<file path="src/rtl/prv_pkg.sv">
package prv_pkg;
    parameter int PRV_NCORE  = 4;
    parameter int PRV_CORE_W = $clog2(PRV_NCORE);
    parameter int PRV_OFF_W  = 12;
    parameter int PRV_IDX_W  = 4;

    // window layout (fixed by behaviour)
    localparam logic [PRV_OFF_W-1:0] WIN_IC_ALIAS = 12'h100;
    localparam logic [PRV_OFF_W-1:0] WIN_IC_BANK  = 12'h200;
    localparam logic [PRV_OFF_W-1:0] WIN_TM_ALIAS = 12'h600;
    localparam logic [PRV_OFF_W-1:0] WIN_TM_BANK  = 12'h700;
    localparam logic [PRV_OFF_W-1:0] WIN_END      = 12'hB00;

    localparam logic [PRV_OFF_W-1:0] REG_CTRL = 12'h000;
    localparam logic [PRV_OFF_W-1:0] REG_CFG  = 12'h004;
    localparam logic [PRV_OFF_W-1:0] REG_STAT = 12'h008;
    localparam logic [PRV_OFF_W-1:0] REG_INV  = 12'h00C;

    localparam logic [4:0] IRQ_TMR  = 5'd29;
    localparam logic [4:0] IRQ_WDOG = 5'd30;

    typedef enum logic [1:0] {
        SCU_NONE = 2'd0,
        SCU_CTRL = 2'd1,
        SCU_CFG  = 2'd2,
        SCU_ZERO = 2'd3
    } scu_kind_e;

    typedef struct packed {
        logic                  err;
        scu_kind_e             scu;
        logic                  ic_hit;
        logic                  tm_hit;
        logic [PRV_CORE_W-1:0] core;
        logic                  wdog;
        logic [7:0]            off;
    } dec_t;
endpackage

</file>
<file path="src/rtl/prv_addr_decode.sv">
module prv_addr_decode
    import prv_pkg::*;
#(
    parameter int NCORE = PRV_NCORE,
    localparam int CNT_W = $clog2(NCORE + 1)
) (
    input  logic [PRV_OFF_W-1:0]  off,
    input  logic                  wr,
    input  logic [PRV_CORE_W-1:0] core,
    input  logic [CNT_W-1:0]      eff_cnt,
    output dec_t                  dec
);
    logic [PRV_IDX_W-1:0] idx;
    logic                 routed;

    always_comb begin
        dec    = '0;
        idx    = '0;
        routed = 1'b0;
        if (off < WIN_IC_ALIAS) begin
            unique case (off)
                REG_CTRL: dec.scu = SCU_CTRL;
                REG_CFG:  if (wr) dec.err = 1'b1; else dec.scu = SCU_CFG;
                REG_STAT: if (wr) dec.err = 1'b1; else dec.scu = SCU_ZERO;
                REG_INV:  dec.scu = SCU_ZERO;
                default:  dec.err = 1'b1;
            endcase
        end else if (off < WIN_IC_BANK) begin
            dec.ic_hit = 1'b1;
            idx        = PRV_IDX_W'(core);
        end else if (off < WIN_TM_ALIAS) begin
            dec.ic_hit = 1'b1;
            idx        = off[11:8] - 4'd2;
        end else if (off < WIN_TM_BANK) begin
            dec.tm_hit = 1'b1;
            idx        = PRV_IDX_W'(core);
        end else if (off < WIN_END) begin
            dec.tm_hit = 1'b1;
            idx        = off[11:8] - 4'd7;
        end else begin
            dec.err = 1'b1;
        end
        routed = dec.ic_hit | dec.tm_hit;
        // banks past the configured count are dropped silently
        if (routed && (idx >= PRV_IDX_W'(eff_cnt))) begin
            dec.ic_hit = 1'b0;
            dec.tm_hit = 1'b0;
        end
        dec.core = idx[PRV_CORE_W-1:0];
        dec.wdog = off[5];
        dec.off  = off[7:0];
    end

    // an error never coexists with a route
    always_comb begin
        assert_err_no_route_R5: assert (!(dec.err && (dec.ic_hit || dec.tm_hit)))
            else $error("error decode also routed");
    end
endmodule

</file>
<file path="src/rtl/prv_scu_regs.sv">
module prv_scu_regs
    import prv_pkg::*;
#(
    parameter int NCORE  = PRV_NCORE,
    parameter int DATA_W = 32,
    localparam int CNT_W = $clog2(NCORE + 1)
) (
    input  logic              clk,
    input  logic              rst_n,
    input  logic              ctrl_we,
    input  logic              ctrl_wbit,
    input  scu_kind_e         kind,
    input  logic [CNT_W-1:0]  eff_cnt,
    output logic [DATA_W-1:0] rdata
);
    logic ctrl_d, ctrl_q;
    logic [DATA_W-1:0] cfg;

    always_comb begin
        ctrl_d = ctrl_q;
        if (ctrl_we) ctrl_d = ctrl_wbit;
    end

    always_ff @(posedge clk or negedge rst_n) begin
        if (!rst_n) ctrl_q <= 1'b0;
        else        ctrl_q <= ctrl_d;
    end

    always_comb begin
        cfg = '0;
        cfg[4 +: NCORE]        = NCORE'((1 << eff_cnt) - 1);
        cfg[PRV_CORE_W-1:0]    = PRV_CORE_W'(eff_cnt - CNT_W'(1));
        unique case (kind)
            SCU_CTRL: rdata = DATA_W'(ctrl_q);
            SCU_CFG:  rdata = cfg;
            default:  rdata = '0;
        endcase
    end

    assert_ctrl_hold_R3: assert property (@(posedge clk) disable iff (!rst_n)
        !ctrl_we |=> $stable(ctrl_q));
endmodule

</file>
<file path="src/rtl/prv_window_decoder.sv">
module prv_window_decoder
    import prv_pkg::*;
#(
    parameter int NCORE  = PRV_NCORE,
    parameter int ADDR_W = 32,
    parameter int DATA_W = 32,
    localparam int CNT_W = $clog2(NCORE + 1),
    localparam int TM_N  = 2 * NCORE
) (
    input  logic                  clk,
    input  logic                  rst_n,
    input  logic                  req_vld,
    input  logic                  req_wr,
    input  logic [ADDR_W-1:0]     req_addr,
    input  logic [DATA_W-1:0]     req_wdata,
    input  logic [PRV_CORE_W-1:0] req_core,
    input  logic [CNT_W-1:0]      core_cnt,
    input  logic [DATA_W-1:0]     tgt_rdata,
    output logic                  rsp_vld,
    output logic [DATA_W-1:0]     rsp_rdata,
    output logic                  rsp_err,
    output logic [NCORE-1:0]      ic_sel,
    output logic [7:0]            ic_off,
    output logic [TM_N-1:0]       tm_sel,
    output logic [3:0]            tm_off,
    output logic [4:0]            tm_irq_id,
    output logic                  tgt_wr,
    output logic [DATA_W-1:0]     tgt_wdata
);
    typedef struct packed {
        logic              vld;
        logic              err;
        logic              rd_tgt;
        logic              wr_tgt;
        logic [DATA_W-1:0] data;
        logic [NCORE-1:0]  ic_sel;
        logic [TM_N-1:0]   tm_sel;
        logic [7:0]        off;
        logic [4:0]        irq;
        logic [DATA_W-1:0] wdata;
    } rsp_t;

    rsp_t rsp_d, rsp_q;
    dec_t dec;
    logic [CNT_W-1:0]  eff_cnt;
    logic [DATA_W-1:0] scu_rdata;
    logic              ctrl_we;
    logic              unused_addr_hi;

    assign unused_addr_hi = ^req_addr[ADDR_W-1:PRV_OFF_W];

    always_comb begin
        if (core_cnt == '0)                   eff_cnt = CNT_W'(1);
        else if (core_cnt > CNT_W'(NCORE))    eff_cnt = CNT_W'(NCORE);
        else                                  eff_cnt = core_cnt;
    end

    prv_addr_decode #(.NCORE(NCORE)) u_dec (
        .off     (req_addr[PRV_OFF_W-1:0]),
        .wr      (req_wr),
        .core    (req_core),
        .eff_cnt (eff_cnt),
        .dec     (dec)
    );

    assign ctrl_we = req_vld && req_wr && (dec.scu == SCU_CTRL);

    prv_scu_regs #(.NCORE(NCORE), .DATA_W(DATA_W)) u_scu (
        .clk       (clk),
        .rst_n     (rst_n),
        .ctrl_we   (ctrl_we),
        .ctrl_wbit (req_wdata[0]),
        .kind      (dec.scu),
        .eff_cnt   (eff_cnt),
        .rdata     (scu_rdata)
    );

    always_comb begin
        rsp_d     = '0;
        rsp_d.vld = req_vld;
        if (req_vld) begin
            rsp_d.err = dec.err;
            if (!req_wr) rsp_d.data = scu_rdata;
            if (dec.ic_hit) begin
                rsp_d.ic_sel[dec.core] = 1'b1;
                rsp_d.off              = dec.off;
            end
            if (dec.tm_hit) begin
                rsp_d.tm_sel[{dec.core, dec.wdog}] = 1'b1;
                rsp_d.off = {4'b0, dec.off[3:0]};
                rsp_d.irq = dec.wdog ? IRQ_WDOG : IRQ_TMR;
            end
            if (dec.ic_hit || dec.tm_hit) begin
                rsp_d.rd_tgt = !req_wr;
                rsp_d.wr_tgt = req_wr;
                if (req_wr) rsp_d.wdata = req_wdata;
            end
        end
    end

    always_ff @(posedge clk or negedge rst_n) begin
        if (!rst_n) rsp_q <= '0;
        else        rsp_q <= rsp_d;
    end

    assign rsp_vld   = rsp_q.vld;
    assign rsp_err   = rsp_q.err;
    assign rsp_rdata = rsp_q.rd_tgt ? tgt_rdata : rsp_q.data;
    assign ic_sel    = rsp_q.ic_sel;
    assign ic_off    = (|rsp_q.ic_sel) ? rsp_q.off : 8'h00;
    assign tm_sel    = rsp_q.tm_sel;
    assign tm_off    = rsp_q.off[3:0];
    assign tm_irq_id = rsp_q.irq;
    assign tgt_wr    = rsp_q.wr_tgt;
    assign tgt_wdata = rsp_q.wdata;

    assert_rsp_follows_R2: assert property (@(posedge clk) disable iff (!rst_n)
        req_vld |=> rsp_vld);
    assert_no_rsp_idle_R2: assert property (@(posedge clk) disable iff (!rst_n)
        !req_vld |=> !rsp_vld);
    assert_one_target_R9: assert property (@(posedge clk) disable iff (!rst_n)
        $onehot0({ic_sel, tm_sel}));
    assert_irq_id_R9: assert property (@(posedge clk) disable iff (!rst_n)
        (|tm_sel) |-> (tm_irq_id == IRQ_TMR || tm_irq_id == IRQ_WDOG));
    assert_err_quiet_R5: assert property (@(posedge clk) disable iff (!rst_n)
        rsp_err |-> (ic_sel == '0 && tm_sel == '0 && !tgt_wr && rsp_rdata == '0));
    assert_bank_limit_R10: assert property (@(posedge clk) disable iff (!rst_n)
        rsp_vld |-> ((ic_sel >> $past(eff_cnt)) == '0 &&
                     (tm_sel >> (2 * $past(eff_cnt))) == '0));
    assert_wr_routed_R11: assert property (@(posedge clk) disable iff (!rst_n)
        tgt_wr |-> (ic_sel != '0 || tm_sel != '0));
endmodule

</file>
<file path="config.mk">
export PLATFORM = sky130hd
export DESIGN_NAME = prv_window_decoder
export DESIGN_NICKNAME = d
export VERILOG_FILES = /design/src/rtl/prv_pkg.sv /design/src/rtl/prv_addr_decode.sv /design/src/rtl/prv_scu_regs.sv /design/src/rtl/prv_window_decoder.sv
export SDC_FILE = /design/constraint.sdc
export NUM_CORES = 1
export LEC_CHECK = 0
export ABC_AREA = 0
export BUFFER_PORTS_ARGS = -buffer_cell sky130_fd_sc_hd__buf_2
export CORE_MARGIN = 2
export CORE_UTILIZATION = 44
export CTS_CLUSTER_SIZE = 8
export DETAILED_ROUTE_END_ITERATION = 8
export MAX_ROUTING_LAYER = met4
export PLACE_DENSITY = 0.8
export SLEW_MARGIN = 10
export SYNTH_ARGS = -nofsm -noshare
export SYNTH_HDL_FRONTEND = slang
export SYNTH_SLANG_ARGS = --single-unit
</file>
<file path="constraint.sdc">
create_clock -name clk -period 1.5 [get_ports clk]
set_input_delay 0.225 -clock clk [delete_from_list [all_inputs] [get_ports clk]]
set_output_delay 0.225 -clock clk [all_outputs]
set_load 0.05 [all_outputs]
</file>
==> run_results.csv, run 1 <==
group,metric,value,unit
sta,fin_crit_sh,142.5,%
synthesis,synth_fp_nets,481,
grt,overflow,0,
floorplanning,fp.dieH,93.19,um
clock_network,cts_buffer_depth,2,
layout,final_common_cell,"buf_2",
job,drv_cap,0,
clock_network,clkSlewWorstSetupHoldPaths,0.07,ns
placement,dpl.hpwl,7069,um
pwr,p_leak,3.053,nW
layout,fillers,504,
drt,dr.pass1.iters,4,
pwr,powerDensity,812.4,nW/um2
synthesis,yosys.cell_types.count,44,
worst_setup_path,cp.arrival,2.38,ns
layout,syn_to_final_growth,68.18,%
clock_network,numCtsBuffers,9,
sta,hold_slack,0.08209,ns
drt,drc,0,
sta,skew,0.0004113,ns
worst_setup_path,critical_path_class,"input port to register",
clock_network,cts.sinks,66,
synthesis,synth_area_leaders,"dfrtp_1 47%, buf_4 11%, nor3_1 5.7%",
sta,maxSlewHeadroom,67.19,%
floorplanning,ios,201,
pwr,max-vdd-ir-drop,484.5,uV
drt,wire_per_inst,16.71,um
worst_setup_path,required,1.74,ns
grt,grtUsageTotal,25.29,%
synthesis,yosysTopAreaCell,"dfrtp_1",
drt,antenna_left,0,
drt,num_vias,3172,
sta,timing.setup.tns,-39.31,ns
grt,grt_first_pass_wirelength,16100,um
synthesis,ys.flop_type,"dfrtp_1",
worst_setup_path,cp-start-kind,"input port",
grt,use_met2,46.80,%
layout,final_cell_mix,"137 x buf_2, 66 x dfrtp_1, 45 x buf_6",
drt,viasPerCell,4.865,
synthesis,syn_area,3500,um2
grt,use_met1,25.49,%
synthesis,ys_warn_count,0,
clock_network,cts_tree,"built",
layout,final_area,5886,um2
floorplanning,fp.dieW,93.19,um
clock_network,insertion_delay,0.34,ns
synthesis,synth_edf_count,0,
synthesis,post_synth.cell_area_avg,9.588,um2
floorplanning,rows,32,
synthesis,synthDominantCellAreaShare,47.19,%
sta,worst_pin_slew,0.4910,ns
clock_network,htreeDepth,3,
status,violations,"negative setup slack",
grt,grtUsageMet3,5.238,%
synthesis,yosysSeqAreaShare,47.19,%
grt,grt_start_max_net_pins,67,
status,status,"finished with violations",
worst_setup_path,cp-end-kind,"register",
sta,postLayoutSetupSlackWorst,-0.6379,ns
sta,post-route-min-period,2.138,ns
floorplanning,core,7727,um2
synthesis,syn_inst,365,
floorplanning,initial_utilization,45.29,%
placement,place.gp.congestion,0.8146,
layout,regArea,1652,um2
placement,place_area,4757,um2
grt,grt_pass1_vias,3284,
worst_setup_path,cp_max_fo,6,
placement,pre_cts_ws,-1.082,ns
sta,finalHoldViolCount,0,
grt,grt.busiest_layer,"met2",
layout,drive_above_1_share,67.76,%
clock_network,cts-root-buf,"clkbuf_8",
synthesis,synthArstFlopShare,100.0,%
drt,drt_wl_total,10890,um
sta,timing.fmax,467.7,MHz
grt,antenna_found_initial,1,
layout,multi_input_area,1894,um2
layout,fin_nets,660,
sta,slew_viol_final,0,
floorplanning,die-area,8683,um2
hold_path,min_path_type,"input port to register",
synthesis,ys_seq_elements,66,
drt,drt_iter0_markers,49,
pwr,finalPower,0.004781,W
sta,setup_viol,104,
sta,rsz0062_at_grt,"true",
placement,numPortBuffers,180,
-- power breakdown --
group | total, W | switching, W | leakage, nW | internal [W]
clock | 0.00157 | 0.000706 | 0.106 | 0.000867
combinational | 0.00136 | 0.000816 | 2.04 | 0.000548
sequential | 0.00184 | 0.0000195 | 0.911 | 0.00182
total | 0.00478 | 0.00154 | 3.05 | 0.00324
-- state kept, by name, summed over array words and instances (netlist names) --
signal / cells
tm_sel: 8
u_scu.ctrl_q: 1
tm_irq_id: 3
tgt_wr: 1
rsp_vld: 1
rsp_q: 11
rsp_err: 1
tgt_wdata: 32
tm_off: 4
ic_sel: 4
-- cell families after synthesis --
| kind of cell | synth area share [%] |
|---|---|
| AO/OA/AOI/OAI | 5.649 |
| multiplexers | 2.503 |
| AND/OR/NAND/NOR | 21.49 |
| flip-flops | 47.19 |
| buffers and inverters | 18.98 |
| XOR/XNOR | 0.2503 |
| adder cells (fa/ha/maj) | 3.933 |
-- metrics by stage --
| step | util, % | instances |
|---|---|---|
| floorplan | - | 365 |
| global placement | 61.56 | 618 |
| detailed placement | 61.56 | 618 |
| CTS | 74.01 | 649 |
| global route | 76.17 | 652 |
| finish | 76.17 | 652 |
-- worst paths after layout --
kind	endpoint	from	depth (start not counted)	slack, ns
setup reg to reg	rsp_q[57]$_DFF_PN0_	u_scu.ctrl_q$_DFFE_PN0P_	2	0.72
hold reg to reg	u_scu.ctrl_q$_DFFE_PN0P_	u_scu.ctrl_q$_DFFE_PN0P_	2	0.52
setup / recovery	ic_sel[0]$_DFF_PN0_	req_addr[9]	11	-0.64
hold / removal	rsp_vld$_DFF_PN0_	req_vld	1	0.08
max in group asynchronous	rsp_q[63]$_DFF_PN0_	rst_n	3	0.79
min in group asynchronous	tgt_wdata[26]$_DFF_PN0_	rst_n	3	0.42
-- timing repair --
action | in CTS | in global routing
hold buffers | 1 | 0
gates cloned | 3 | 0
resized for setup | 165 | 35
buffers inserted | 11 | 3
endpoints found under the hold margin | 66 | 0
endpoints found under the setup margin | 104 | 104
pin swaps | 15 | 15
-- cell type report --
cell class                      instances  share of cell area, %
Timing Repair Buffer                  237                  30.59
Antenna cell                            1                0.04252
Sequential cell                        66                  28.06
Inverter                               50                  3.359
Tap cell                              102                  2.168
Clock buffer                           11                  2.572
Clock inverter                          5                  1.020
Multi-Input combinational cell        180                  32.19
-- cells in the mapped netlist, types with 2 or more instances --
cell type   n
o21ai_0     4
nor2_1     15
mux2_2      2
nand2b_1    4
nor2b_1    12
inv_1      46
a21oi_1     6
mux2_1      4
buf_4      53
dfrtp_1    66
nor3_1     40
a311oi_1    2
buf_2       9
inv_2       4
o2111ai_1   2
ha_1       11
and2_1     27
nor4_1      8
nand2_1    11
mux2i_1     2
o21ai_1     3
nor4b_1     6
clkbuf_1    6
nor3b_1     2
-- worst max-delay path, stage by stage --
cell and delay [ns]:
buf_12 0.11, ha_4 0.16, or3b_4 0.40, o32ai_4 0.14
o21ai_4 0.08, ha_1 0.27, nand2b_4 0.15, a21oi_4 0.18
o221ai_4 0.21, buf_6 0.18, a2111oi_4 0.26
-- per-layer routing --
layer	vias up	routed length, um
met2	126	6165
met3	29	604
li1	1494	-
met4	0	335
met1	1523	3788
met5	-	0
Power figures use the tool's default switching activity.
==> run 2, diff against run 1 <==
--- a/config.mk
+++ b/config.mk
@@ -8,11 +8,12 @@
 export ABC_AREA = 0
 export BUFFER_PORTS_ARGS = -buffer_cell sky130_fd_sc_hd__buf_2
 export CORE_MARGIN = 2
-export CORE_UTILIZATION = 44
+export CORE_UTILIZATION = 40
 export CTS_CLUSTER_SIZE = 8
 export DETAILED_ROUTE_END_ITERATION = 8
 export MAX_ROUTING_LAYER = met4
-export PLACE_DENSITY = 0.8
+export PLACE_DENSITY = 0.77
+export SKIP_CTS_REPAIR_TIMING = 1
 export SLEW_MARGIN = 10
 export SYNTH_ARGS = -nofsm -noshare
 export SYNTH_HDL_FRONTEND = slang
==> constraint.sdc (replaced) <==
create_clock -name clk -period 1.9 [get_ports clk]
set_input_delay 0.285 -clock clk [delete_from_list [all_inputs] [get_ports clk]]
set_output_delay 0.285 -clock clk [all_outputs]
set_load 0.05 [all_outputs]
==> run 2 against run 1 <==
  * The run still ends with negative setup slack left
  * Sequential share of layout area up 2.5 points
  * Non-clock buffer count down 13
  * Register-to-register slack better by 0.39 ns
  * Combinational power down 26%
  * Wire length down 15%
  * Worst hold slack better by 0.054 ns
  * Die area up 9.6%
  * Cell count down 1.1%
  * Setup slack better by 0.30 ns
  * Critical path depth up 1
  * Largest cell class unchanged
  * Largest power group unchanged
==> run_results.csv, run 2 (synthesis gave the netlist of run 1 again) <==
group,metric,value,unit
layout,drive_above_1_share,59.59,%
worst_setup_path,r2r_slack,1.11,ns
placement,place_area,4723,um2
grt,antenna_found_initial,0,
drt,top_layer,"met4",
drt,num_vias,3049,
worst_setup_path,r2r-end,"rsp_q[57]$_DFF_PN0_",
placement,numPortBuffers,180,
floorplanning,fp.dieW,97.54,um
sta,timing.setup.tns,-15.05,ns
job,drv_cap,0,
clock_network,numCtsBuffers,9,
layout,syn_to_final_growth,54.49,%
sta,timing.fmax,446.4,MHz
grt,grt_first_pass_wirelength,13580,um
drt,met1_length,3598,um
layout,largest_reg_flops,32,
floorplanning,fp.dieH,97.54,um
grt,grtUsageTotal,18.29,%
drt,dr_wl_met2,5118,um
layout,final_area,5406,um2
worst_setup_path,rr_worst_depth,2,
sta,slew_viol_final,0,
drt,met3WireLength,500,um
layout,finalCoreUtilization,62.92,%
layout,n_antenna_cell,0,
hold_path,worstHoldPathCells,1,
clock_network,cts-root-buf,"clkbuf_8",
sta,hold_slack,0.1358,ns
sta,fin_crit_sh,117.9,%
sta,post-route-min-period,2.240,ns
worst_setup_path,cp_max_fo,7,
drt,dr.pass1.iters,5,
grt,grt_start_max_net_pins,67,
layout,fin_nets,648,
worst_setup_path,cp-start-kind,"input port",
floorplanning,initial_utilization,40.73,%
drt,antenna_left,0,
sta,rsz0062_at_grt,"true",
drt,viasPerCell,4.727,
clock_network,clkSlewWorstSetupHoldPaths,0.07,ns
drt,drt_wl_total,9308,um
placement,place.gp.congestion,0.8117,
hold_path,worstHoldEndpoint,"rsp_vld$_DFF_PN0_",
pwr,powerDensity,698.5,nW/um2
status,status,"finished with violations",
sta,maxSlewHeadroom,44.90,%
hold_path,worstHoldStart,"req_vld",
floorplanning,core,8593,um2
drt,drt_iter0_markers,43,
hold_path,min_path_type,"input port to register",
clock_network,cts_buffer_depth,2,
placement,dpl.hpwl,6930,um
sta,skew,0.0004956,ns
clock_network,cts_tree,"built",
pwr,finalPower,0.003776,W
pwr,max-vdd-ir-drop,484.5,uV
grt,overflow,0,
floorplanning,ios,201,
floorplanning,rows,34,
layout,final_common_cell,"buf_2",
floorplanning,die-area,9513,um2
sta,postLayoutSetupSlackWorst,-0.3403,ns
sta,worst_pin_slew,0.8234,ns
worst_setup_path,critPathLaunch,"req_addr[9]",
layout,fillers,731,
clock_network,insertion_delay,0.33,ns
layout,final_cell_mix,"177 x buf_2, 66 x dfrtp_1, 45 x inv_1",
worst_setup_path,critical_path_class,"input port to register",
worst_setup_path,cp-end-kind,"register",
drt,drc,0,
sta,setup_viol,64,
drt,wire_per_inst,14.43,um
worst_setup_path,cp.arrival,2.50,ns
clock_network,htreeDepth,3,
grt,grt_pass1_vias,2944,
worst_setup_path,r2r_start,"u_scu.ctrl_q$_DFFE_PN0P_",
pwr,p_leak,2.966,nW
clock_network,cts.sinks,66,
worst_setup_path,required,2.16,ns
sta,finalHoldViolCount,0,
status,violations,"negative setup slack",
[run 2: worst max-delay path, stage by stage]
cell	delay, ns
buf_12	0.11
ha_4	0.17
or3b_4	0.40
o32ai_4	0.17
o21ai_4	0.09
ha_4	0.22
nand2b_4	0.14
a21oi_4	0.24
buf_6	0.14
o221ai_4	0.15
clkbuf_16	0.23
nor3_4	0.15
[run 2: worst max-delay path by stage]
stage,end,slack [ns]
4_1_cts,tgt_wdata[26]$_DFF_PN0_,-0.36
6_report,tgt_wdata[28]$_DFF_PN0_,-0.34
3_5_place_dp,tgt_wdata[12]$_DFF_PN0_,-0.71
3_3_place_gp,rsp_q[57]$_DFF_PN0_,-0.74
5_1_grt,tm_sel[7]$_DFF_PN0_,-0.40
2_1_floorplan,rsp_q[57]$_DFF_PN0_,-0.51
[run 2: metrics by stage]
| step | cells | worst slack [ns] |
|---|---|---|
| final | 645 | -0.3403 |
| after global routing | 645 | -0.3995 |
| after CTS | 637 | -0.3575 |
| after detailed placement | 621 | -0.7150 |
| after global placement | 621 | -0.7446 |
| after floorplan | 365 | -0.5087 |
[run 2: routing by layer]
metal,up-vias,global-route usage [%]
met4,0,4.915
met2,117,33.10
met3,8,4.532
met5,-,-
li1,1471,-
met1,1453,20.02
[run 2: area by class of cell]
class                      instances  area [um2]  share of cell area [%]
clock buffer                      11       141.4                   2.615
tap                              108       135.1                   2.499
inverter                          50       200.2                   3.703
timing repair buffer             224        1360                   25.16
sequential                        66        1652                   30.55
clock inverter                     5       86.33                   1.597
multi-input combinational        181        1832                   33.88
[run 2: power by group]
group | switching, W | internal, W | total, W
sequential | 0.0000117 | 0.00144 | 0.00145
combinational | 0.000640 | 0.000366 | 0.00101
clock | 0.000534 | 0.000784 | 0.00132
total | 0.00119 | 0.00259 | 0.00378
==> run 3, diff against run 2 <==
--- a/config.mk
+++ b/config.mk
@@ -7,12 +7,14 @@
 export LEC_CHECK = 0
 export ABC_AREA = 0
 export BUFFER_PORTS_ARGS = -buffer_cell sky130_fd_sc_hd__buf_2
+export CELL_PAD_IN_SITES_DETAIL_PLACEMENT = 0
+export CELL_PAD_IN_SITES_GLOBAL_PLACEMENT = 2
 export CORE_MARGIN = 2
-export CORE_UTILIZATION = 40
+export CORE_UTILIZATION = 22
 export CTS_CLUSTER_SIZE = 8
 export DETAILED_ROUTE_END_ITERATION = 8
 export MAX_ROUTING_LAYER = met4
-export PLACE_DENSITY = 0.77
+export PLACE_DENSITY_LB_ADDON = 0.1
 export SKIP_CTS_REPAIR_TIMING = 1
 export SLEW_MARGIN = 10
 export SYNTH_ARGS = -nofsm -noshare
==> run 3 against run 2 <==
  * The run still ends with negative setup slack left
  * Clock power up 23%
  * Worst hold slack better by 0.024 ns
  * Final area up 5.4%
==> run_results.csv, run 3 (synthesis gave the netlist of run 1 again) <==
group,metric,value,unit
floorplanning,fp.dieW,130.1,um
drt,drc,0,
pwr,powerDensity,720.1,nW/um2
floorplanning,initial_utilization,22.27,%
sta,timing.fmax,450.2,MHz
clock_network,htreeDepth,3,
drt,antenna_left,0,
pwr,p_leak,3.014,nW
grt,grt_pass1_vias,2914,
drt,drt_iter0_markers,56,
worst_setup_path,cp_slowest_cell,"or3b_4",
layout,final_common_cell,"buf_2",
floorplanning,fp.dieH,130.1,um
sta,postLayoutSetupSlackWorst,-0.3211,ns
placement,place.gp.congestion,0.7825,
placement,pre_cts_ws,-0.7617,ns
layout,drive_above_1_share,61.45,%
sta,maxSlewHeadroom,69.43,%
floorplanning,rows,46,
worst_setup_path,cp.arrival,2.46,ns
clock_network,clkSlewWorstSetupHoldPaths,0.05,ns
sta,rsz0062_at_grt,"true",
placement,numPortBuffers,180,
floorplanning,die-area,16930,um2
grt,grt_start_max_net_pins,36,
drt,drt_wl_total,10720,um
sta,worst_pin_slew,0.4574,ns
clock_network,cts_tree,"built",
worst_setup_path,required,2.14,ns
layout,syn_to_final_growth,62.78,%
grt,grt_first_pass_wirelength,15480,um
drt,viasPerCell,3.932,
layout,largest_reg_flops,32,
placement,dpl.hpwl,8065,um
clock_network,cts.sinks,66,
drt,dr.pass1.iters,4,
drt,wire_per_inst,13.99,um
sta,skew,0.001625,ns
worst_setup_path,cpPeakStageDelay,0.40,ns
floorplanning,ios,201,
status,status,"finished with violations",
status,violations,"negative setup slack",
clock_network,cts_buffer_depth,2,
clock_network,numCtsBuffers,9,
sta,fin_crit_sh,116.9,%
clock_network,cts-root-buf,"clkbuf_16",
worst_setup_path,cp_max_fo,5,
worst_setup_path,cp_common_cell,"ha_4",
grt,overflow,0,
drt,num_vias,3012,
sta,slew_viol_final,0,
worst_setup_path,cp-end-kind,"register",
floorplanning,core,15710,um2
sta,post-route-min-period,2.221,ns
layout,fin_nets,661,
clock_network,insertion_delay,0.33,ns
worst_setup_path,worstPathCellList,"buf_12 > ha_4 > or3b_4 > o32ai_4 > o21ai_4 > ha_4 > nand2b_4 > a21oi_4 > o221ai_4 > buf_6 > nor4_4",
layout,n_antenna_cell,0,
grt,grtUsageTotal,12.65,%
pwr,max-vdd-ir-drop,365.1,uV
hold_path,min_path_type,"input port to register",
job,drv_cap,0,
worst_setup_path,cp-start-kind,"input port",
pwr,finalPower,0.004102,W
worst_setup_path,critical_path_class,"input port to register",
grt,antenna_found_initial,0,
layout,final_cell_mix,"176 x buf_2, 65 x dfrtp_1, 45 x buf_4",
sta,finalHoldViolCount,0,
sta,setup_viol,64,
==> run 3: cell types whose count changed in the layout (fill, tap and decap cells not counted), sizes merged <==
cell      before  now
clkinvlp       0    2
bufinv         2    1
buf          221  234
inv           51   50
==> run 3: power breakdown <==
part	switching [W]	leakage (nW)	internal [W]
combinational	0.000635	1.97	0.000390
clock	0.000608	0.136	0.00101
sequential	0.0000151	0.910	0.00144
total	0.00126	3.01	0.00284
==> run 3: path summary, 6_finish.rpt <==
kind | from | end | slack, ns | cells past startpoint
worst max-delay path | req_addr[9] | ic_sel[1]$_DFF_PN0_ | -0.32 | 11
worst max register to register | u_scu.ctrl_q$_DFFE_PN0P_ | rsp_q[57]$_DFF_PN0_ | 1.10 | 2
min in group asynchronous | rst_n | tgt_wdata[28]$_DFF_PN0_ | 0.44 | 2
worst min register to register | u_scu.ctrl_q$_DFFE_PN0P_ | u_scu.ctrl_q$_DFFE_PN0P_ | 0.52 | 2
max in group asynchronous | rst_n | tgt_wdata[17]$_DFF_PN0_ | 0.91 | 3
worst min-delay path | req_vld | rsp_vld$_DFF_PN0_ | 0.16 | 1
==> run 3: critical path, delay by kind of cell <==
kind / cells / cell delay [ns]
AOI/OAI and AO/OA: 4 / 0.71
buffers and inverters: 2 / 0.30
and+or+nand+nor: 3 / 0.79
adders and majority gates: 2 / 0.37
==> run 3: final cells by class <==
cell class	instances	area, um2
well taps	216	270.3
multi-input cells	181	1798
flip-flops and latches	66	1653
clock inverters	5	55.05
repair buffers	237	1490
fillers	1652	10020
inverters	50	197.7
clock buffers	11	232.7
==> run 3: through the flow <==
| stage | hold slack (ns) | cell area [um2] | setup TNS (ns) | util [%] | instances |
|---|---|---|---|---|---|
| finish | 0.1599 | 5697 | -14.38 | 36.26 | 766 |
| global route | 0.1548 | 5697 | -18.63 | 36.26 | 766 |
| CTS | -0.09113 | 5249 | -18.88 | 33.41 | 755 |
| detailed placement | 0.2715 | 4961 | -41.22 | 31.57 | 739 |
| global placement | 0.2730 | 4961 | -40.46 | 31.57 | 739 |
| floorplan | -0.01059 | 3892 | -24.79 | - | 365 |
==> run 3: per-layer routing <==
metal	routed length, um	up-vias	share of wire [%]	GRT usage (%)
met1	4524	1411	42	14.91
met4	106	0	0.99	4.175
met3	677	9	6.3	4.059
met2	5406	89	50	20.51
li1	-	1503	-	-
met5	0	-	0	-
